[config.mk]
export PLATFORM = sky130hd
export DESIGN_NAME = punct_conv_enc
export DESIGN_NICKNAME = d
export VERILOG_FILES = /design/src/rtl/pce_pkg.sv /design/src/rtl/pce_conv_core.sv /design/src/rtl/pce_punct_sel.sv /design/src/rtl/pce_bit_fifo.sv /design/src/rtl/punct_conv_enc.sv
export SDC_FILE = /design/constraint.sdc
export NUM_CORES = 1
export LEC_CHECK = 0
export ABC_AREA = 1
export BUFFER_PORTS_ARGS = -buffer_cell sky130_fd_sc_hd__buf_2
export CAP_MARGIN = 20
export CORE_ASPECT_RATIO = 0.9
export CORE_UTILIZATION = 50
export CTS_CLUSTER_DIAMETER = 50
export DETAILED_ROUTE_END_ITERATION = 10
export GPL_TIMING_DRIVEN = 1
export PLACE_DENSITY = 0.7
export RECOVER_POWER = 25
export SLEW_MARGIN = 20
export SYNTH_ARGS = -nofsm -noshare
export SYNTH_HDL_FRONTEND = slang
export SYNTH_SLANG_ARGS = --single-unit
[constraint.sdc]
create_clock -name clk -period 2.4 [get_ports clk]
set_input_delay 0.48 -clock clk [delete_from_list [all_inputs] [get_ports clk]]
set_output_delay 0.48 -clock clk [all_outputs]
set_load 0.1 [all_outputs]
[src/rtl/pce_pkg.sv]
package pce_pkg;

    // Position inside a three-input puncturing group
    typedef enum logic [1:0] {
        PH_FIRST  = 2'd0,
        PH_SECOND = 2'd1,
        PH_THIRD  = 2'd2
    } pphase_t;

    // Encoder memory: the two most recent accepted bits
    typedef struct packed {
        logic prev1;
        logic prev2;
    } enc_state_t;

    localparam int unsigned CONSTRAINT_LEN = 3;
    localparam int unsigned MEM_BITS       = CONSTRAINT_LEN - 1;

endpackage

[src/rtl/pce_conv_core.sv]
module pce_conv_core
    import pce_pkg::*;
#(
    parameter logic [CONSTRAINT_LEN-1:0] GEN_A = 3'b101,
    parameter logic [CONSTRAINT_LEN-1:0] GEN_B = 3'b111
) (
    input  logic                clk,
    input  logic                rst_n,
    input  logic                clear,
    input  logic                step,
    input  logic                din,
    output logic                c0,
    output logic                c1,
    output logic [MEM_BITS-1:0] state
);

    enc_state_t st_q, st_d;
    logic [CONSTRAINT_LEN-1:0] taps;

    // Tap vector: MSB is the current bit, LSB the oldest stored bit
    always_comb begin
        taps = {din, st_q.prev1, st_q.prev2};
        c0   = ^(taps & GEN_A);
        c1   = ^(taps & GEN_B);
        st_d = st_q;
        if (clear) begin
            st_d = '0;
        end else if (step) begin
            st_d.prev2 = st_q.prev1;
            st_d.prev1 = din;
        end
    end

    always_ff @(posedge clk or negedge rst_n) begin
        if (!rst_n) st_q <= '0;
        else        st_q <= st_d;
    end

    assign state = {st_q.prev1, st_q.prev2};

endmodule

[src/rtl/pce_punct_sel.sv]
module pce_punct_sel
    import pce_pkg::*;
(
    input  logic       clk,
    input  logic       rst_n,
    input  logic       clear,
    input  logic       step,
    input  logic       punct_en,
    input  logic       c0,
    input  logic       c1,
    output logic [1:0] n_out,
    output logic       b_first,
    output logic       b_second,
    output logic [1:0] phase
);

    typedef struct packed {
        pphase_t ph;
    } sel_state_t;

    sel_state_t s_q, s_d;
    logic [1:0] n_raw;

    always_comb begin
        b_second = c1;
        if (!punct_en) begin
            n_raw   = 2'd2;
            b_first = c0;
        end else begin
            unique case (s_q.ph)
                PH_FIRST: begin
                    n_raw   = 2'd2;
                    b_first = c0;
                end
                PH_SECOND: begin
                    n_raw   = 2'd1;
                    b_first = c1;
                end
                PH_THIRD: begin
                    n_raw   = 2'd1;
                    b_first = c0;
                end
                default: begin
                    n_raw   = 2'd0;
                    b_first = c0;
                end
            endcase
        end
        n_out = step ? n_raw : 2'd0;

        s_d = s_q;
        if (clear) begin
            s_d.ph = PH_FIRST;
        end else if (step && punct_en) begin
            unique case (s_q.ph)
                PH_FIRST:  s_d.ph = PH_SECOND;
                PH_SECOND: s_d.ph = PH_THIRD;
                default:   s_d.ph = PH_FIRST;
            endcase
        end
    end

    always_ff @(posedge clk or negedge rst_n) begin
        if (!rst_n) s_q <= '{ph: PH_FIRST};
        else        s_q <= s_d;
    end

    assign phase = s_q.ph;

endmodule

[src/rtl/pce_bit_fifo.sv]
module pce_bit_fifo #(
    parameter int unsigned DEPTH = 8,
    localparam int unsigned AW   = $clog2(DEPTH),
    localparam int unsigned CW   = AW + 1
) (
    input  logic          clk,
    input  logic          rst_n,
    input  logic          clear,
    input  logic [1:0]    push_n,
    input  logic          d_first,
    input  logic          d_second,
    output logic          empty,
    output logic          head,
    output logic [CW-1:0] count
);

    // DEPTH must be a power of two so the pointers wrap naturally
    typedef struct packed {
        logic [DEPTH-1:0] mem;
        logic [AW-1:0]    rd;
        logic [AW-1:0]    wr;
        logic [CW-1:0]    cnt;
    } fifo_state_t;

    fifo_state_t s_q, s_d;
    logic        pop;
    logic [AW-1:0] wr_next;

    always_comb begin
        pop     = (s_q.cnt != '0);
        wr_next = s_q.wr + AW'(1);
        s_d     = s_q;
        if (clear) begin
            s_d.rd  = '0;
            s_d.wr  = '0;
            s_d.cnt = '0;
        end else begin
            if (pop) s_d.rd = s_q.rd + AW'(1);
            if (push_n != 2'd0) begin
                s_d.mem[s_q.wr] = d_first;
                s_d.wr          = wr_next;
            end
            if (push_n == 2'd2) begin
                s_d.mem[wr_next] = d_second;
                s_d.wr           = s_q.wr + AW'(2);
            end
            s_d.cnt = s_q.cnt + CW'(push_n) - CW'(pop);
        end
    end

    always_ff @(posedge clk or negedge rst_n) begin
        if (!rst_n) s_q <= '0;
        else        s_q <= s_d;
    end

    assign empty = (s_q.cnt == '0);
    assign head  = s_q.mem[s_q.rd];
    assign count = s_q.cnt;

endmodule

[src/rtl/punct_conv_enc.sv]
module punct_conv_enc
    import pce_pkg::*;
#(
    parameter int unsigned FIFO_DEPTH = 8,
    parameter int unsigned FLUSH_LEN  = MEM_BITS,
    parameter logic [CONSTRAINT_LEN-1:0] GEN_A = 3'b101,
    parameter logic [CONSTRAINT_LEN-1:0] GEN_B = 3'b111
) (
    input  logic clk,
    input  logic rst_n,
    input  logic clear,
    input  logic punct_en,
    input  logic flush,
    input  logic in_valid,
    input  logic in_bit,
    output logic in_ready,
    output logic out_valid,
    output logic out_bit
);

    localparam int unsigned FW = $clog2(FLUSH_LEN + 1);
    localparam int unsigned CW = $clog2(FIFO_DEPTH) + 1;

    typedef struct packed {
        logic [FW-1:0] fcnt;
    } ctl_state_t;

    ctl_state_t c_q, c_d;

    logic          room;
    logic          flushing;
    logic          step_in;
    logic          step_fl;
    logic          step;
    logic          enc_bit;
    logic          c0, c1;
    logic [MEM_BITS-1:0] enc_state;
    logic [1:0]    n_out;
    logic          b_first, b_second;
    logic [1:0]    phase;
    logic          fifo_empty;
    logic [CW-1:0] fifo_count;

    always_comb begin
        room     = (fifo_count <= CW'(FIFO_DEPTH - 2));
        flushing = (c_q.fcnt != '0);
        in_ready = room && !flushing && !flush;
        step_in  = in_valid && in_ready && !clear;
        step_fl  = flushing && room && !clear;
        step     = step_in || step_fl;
        enc_bit  = step_fl ? 1'b0 : in_bit;

        c_d = c_q;
        if (clear) begin
            c_d.fcnt = '0;
        end else if (flush && !flushing) begin
            c_d.fcnt = FW'(FLUSH_LEN);
        end else if (step_fl) begin
            c_d.fcnt = c_q.fcnt - FW'(1);
        end
    end

    always_ff @(posedge clk or negedge rst_n) begin
        if (!rst_n) c_q <= '0;
        else        c_q <= c_d;
    end

    pce_conv_core #(
        .GEN_A (GEN_A),
        .GEN_B (GEN_B)
    ) u_core (
        .clk   (clk),
        .rst_n (rst_n),
        .clear (clear),
        .step  (step),
        .din   (enc_bit),
        .c0    (c0),
        .c1    (c1),
        .state (enc_state)
    );

    pce_punct_sel u_sel (
        .clk      (clk),
        .rst_n    (rst_n),
        .clear    (clear),
        .step     (step),
        .punct_en (punct_en),
        .c0       (c0),
        .c1       (c1),
        .n_out    (n_out),
        .b_first  (b_first),
        .b_second (b_second),
        .phase    (phase)
    );

    pce_bit_fifo #(
        .DEPTH (FIFO_DEPTH)
    ) u_fifo (
        .clk      (clk),
        .rst_n    (rst_n),
        .clear    (clear),
        .push_n   (n_out),
        .d_first  (b_first),
        .d_second (b_second),
        .empty    (fifo_empty),
        .head     (out_bit),
        .count    (fifo_count)
    );

    assign out_valid = !fifo_empty;

endmodule

==> results.yml <==
clock_network:
  cts_tree: "done"
  path_clk_slew_ns: 0.08
  root_buffer: "clkbuf_8"
  cts.sinks: 24
  cts_inserted_buffers: 3
  cts_setup_buffers: 0
  htreeDepth: 1
  clock_latency_ns: 0.27
  cts.path.max_buffers: 2
pwr:
  sw_frac_of_total_pct: 52.5
  p_int_mw: 1.23
  p_clk_share_pct: 10.6
  power.density_mw_per_mm2: 1200
  seqPwrFrac_pct: 25.8
  leakage_nw: 1.06
  switchingPower_mw: 1.36
  comb_power_share_pct: 63.6
  ir_drop_mv: 0.525
  fin_total_pwr_mw: 2.59
synth:
  syn-instance-count: 263
  synthDistinctLibCells: 25
  synth_seq_cells: 24
  yosys.area.top_type_share_pct: 31.2
  syn-num-nets: 288
  netlist_area_mm2: 0.00192
  syn_avg_cell_area_um2: 7.31
  synth_largest_area_cell: "dfrtp_1"
  synthTopCellsByArea: "dfrtp_1 31%, nand2_1 13%, ha_1 11%"
  synth_warnings: 0
  ys_seq_area_share_pct: 31.2
placed_design:
  finalWeightedCongestion: 0.888
  dp_hpwl_um: 2990
  portBuffers: 9
drt:
  ant_nets: 0
  viasPerCell: 5.14
  drt_iter0_markers: 67
  drc: 0
  vias: 1650
  drt_pass1_iterations: 4
  drt-total-wl_um: 4010
  wire_per_inst_um: 12.5
setup_path:
  worstPathRequired_ns: 2.60
  cp-start-kind: "flip-flop"
  crit_fanout: 3
  criticalPathCategory: "flip-flop to flip-flop"
  endpoint_kind: "flip-flop"
  rr_worst_depth: 13
  cp.arrival_ns: 2.45
sta:
  hold_violations: 0
  min_period_ns: 2.25
  skew_ns: 0.00387
  fin_tns_setup_ns: 0
  fmax_mhz: 445
  worst_pin_slew_ns: 1.34
  timing.hold.ws_ns: 0.496
  setup_violations: 0
  period_share_pct: 93.6
  slew_headroom_pct: 10.7
  drv_slew: 0
grt:
  antenna_found_initial: 0
  grt.overflow.total: 0
  grt_start_max_net_pins: 25
  grt_pass1_wl_um: 6810
  grt_pass1_vias: 1522
  grt_usage_pct: 22.5
layout:
  fin_nets: 303
  drive_above_1_share_pct: 20.6
  num-fill-cells: 321
  area_delta_synth_final_pct: 12.4
  layout_common_cells: "64 x nand2_1, 32 x inv_1, 31 x nor2_1"
  final_common_cell: "nand2_1"
  antenna_cells: 0
die:
  core_area_mm2: 0.00353
  die_h_um: 60.8
  design.portCount: 10
  die_w_um: 67.4
  dieArea_mm2: 0.00410
  start_util_pct: 54.5
  num_rows: 20
status:
  status: "finished clean"
job:
  drv_cap: 0
worst_hold_path:
  hold_class: "primary input to asynchronous set/reset pin"
metrics by stage:
stage	std cells	setup WS, ns	util (%)	cell area (um^2)
6_report	321	0.154	61.3	2160
5_1_grt	321	-0.00281	61.3	2160
4_1_cts	321	0.0159	59.8	2110
3_5_place_dp	317	0.0396	58.2	2050
3_3_place_gp	317	0.0744	58.2	2050
2_1_floorplan	263	-0.0168	-	1940
layout make-up:
| cell class | count | area (um^2) | share of cell area, % |
|---|---|---|---|
| Tap cell | 44 | 55.1 | 2.55 |
| Timing Repair Buffer | 15 | 88.8 | 4.11 |
| Clock buffer | 4 | 55.1 | 2.55 |
| Multi-Input combinational cell | 198 | 1230 | 56.8 |
| Sequential cell | 24 | 601 | 27.8 |
| Inverter | 36 | 135 | 6.25 |
path summary, 6_finish.rpt:
kind,startpoint,end,slack (ns)
max in group asynchronous,rst_n,u_fifo.count[3],1.12
hold / removal,rst_n,u_core.state[1],0.50
min in group clk,u_fifo.s_q[10],u_fifo.s_q[10],0.52
hold reg to reg,u_fifo.s_q[10],u_fifo.s_q[10],0.52
setup reg to reg,u_fifo.count[2],u_fifo.count[1],0.15
setup / recovery,u_fifo.count[2],u_fifo.count[1],0.15
layer usage:
metal | GRT usage, % | wire [um]
met1 | 31.3 | 1960
met2 | 36.4 | 1790
met3 | 4.51 | 225
met4 | 4.56 | 29
met5 | 0 | 0
critical path: stages, from the launching register on:
cell and delay (ns):
dfrtp_1 0.42, ha_4 0.18, nand2_2 0.07, nand2_1 0.06, nand2_2 0.08, nand3_2 0.09, nand2_2 0.10, nand2_2 0.08
ha_4 0.27, inv_1 0.04, ha_2 0.17, fa_2 0.51, inv_1 0.03, nor2_1 0.07
power groups by stage:
stage | combinational, mW | clock, mW | sequential (mW)
3_3_place_gp | 1.55 | 0 | 0.669
4_1_cts | 1.58 | 0.281 | 0.663
3_5_place_dp | 1.56 | 0 | 0.672
6_report | 1.65 | 0.275 | 0.669
5_1_grt | 1.88 | 0.298 | 0.691
2_1_floorplan | 1.30 | 0 | 0.632
cell families (layout without fill, tap and decap cells):
family                     Yosys count  in the layout  share of synthesized area [%]
AOI/OAI and AO/OA                   48             48                           15.1
xor gates and xnor gates             2              2                           1.69
adders and majority gates           18             18                           12.1
buffers and inverters               41             55                           8.85
DFF                                 24             24                           31.2
muxes                                1              1                          0.521
and+or+nand+nor                    129            129                           30.5
registers in the layout (all words and copies together) (netlist names):
name	flops
u_fifo.s_q	14
u_fifo.count	4
c_q	2
u_core.state	2
u_sel.phase	2
Yosys cell counts, drive strengths merged:
cell type and count:
fa 1, xor2 2, clkbuf 2, o21ai 27, nor2 33, buf 3
o22ai 3, a31oi 2, a21o 1, a21oi 15, nand2 74, nand4 3
ha 17, nand3 18, dfrtp 24, or2 1, mux2i 1, inv 36
what timing repair did:
action	4_1_cts	5_1_grt
endpoints found under the setup margin	0	3
hold buffers	0	0
resized for setup	0	14
Power figures use the tool's default switching activity.
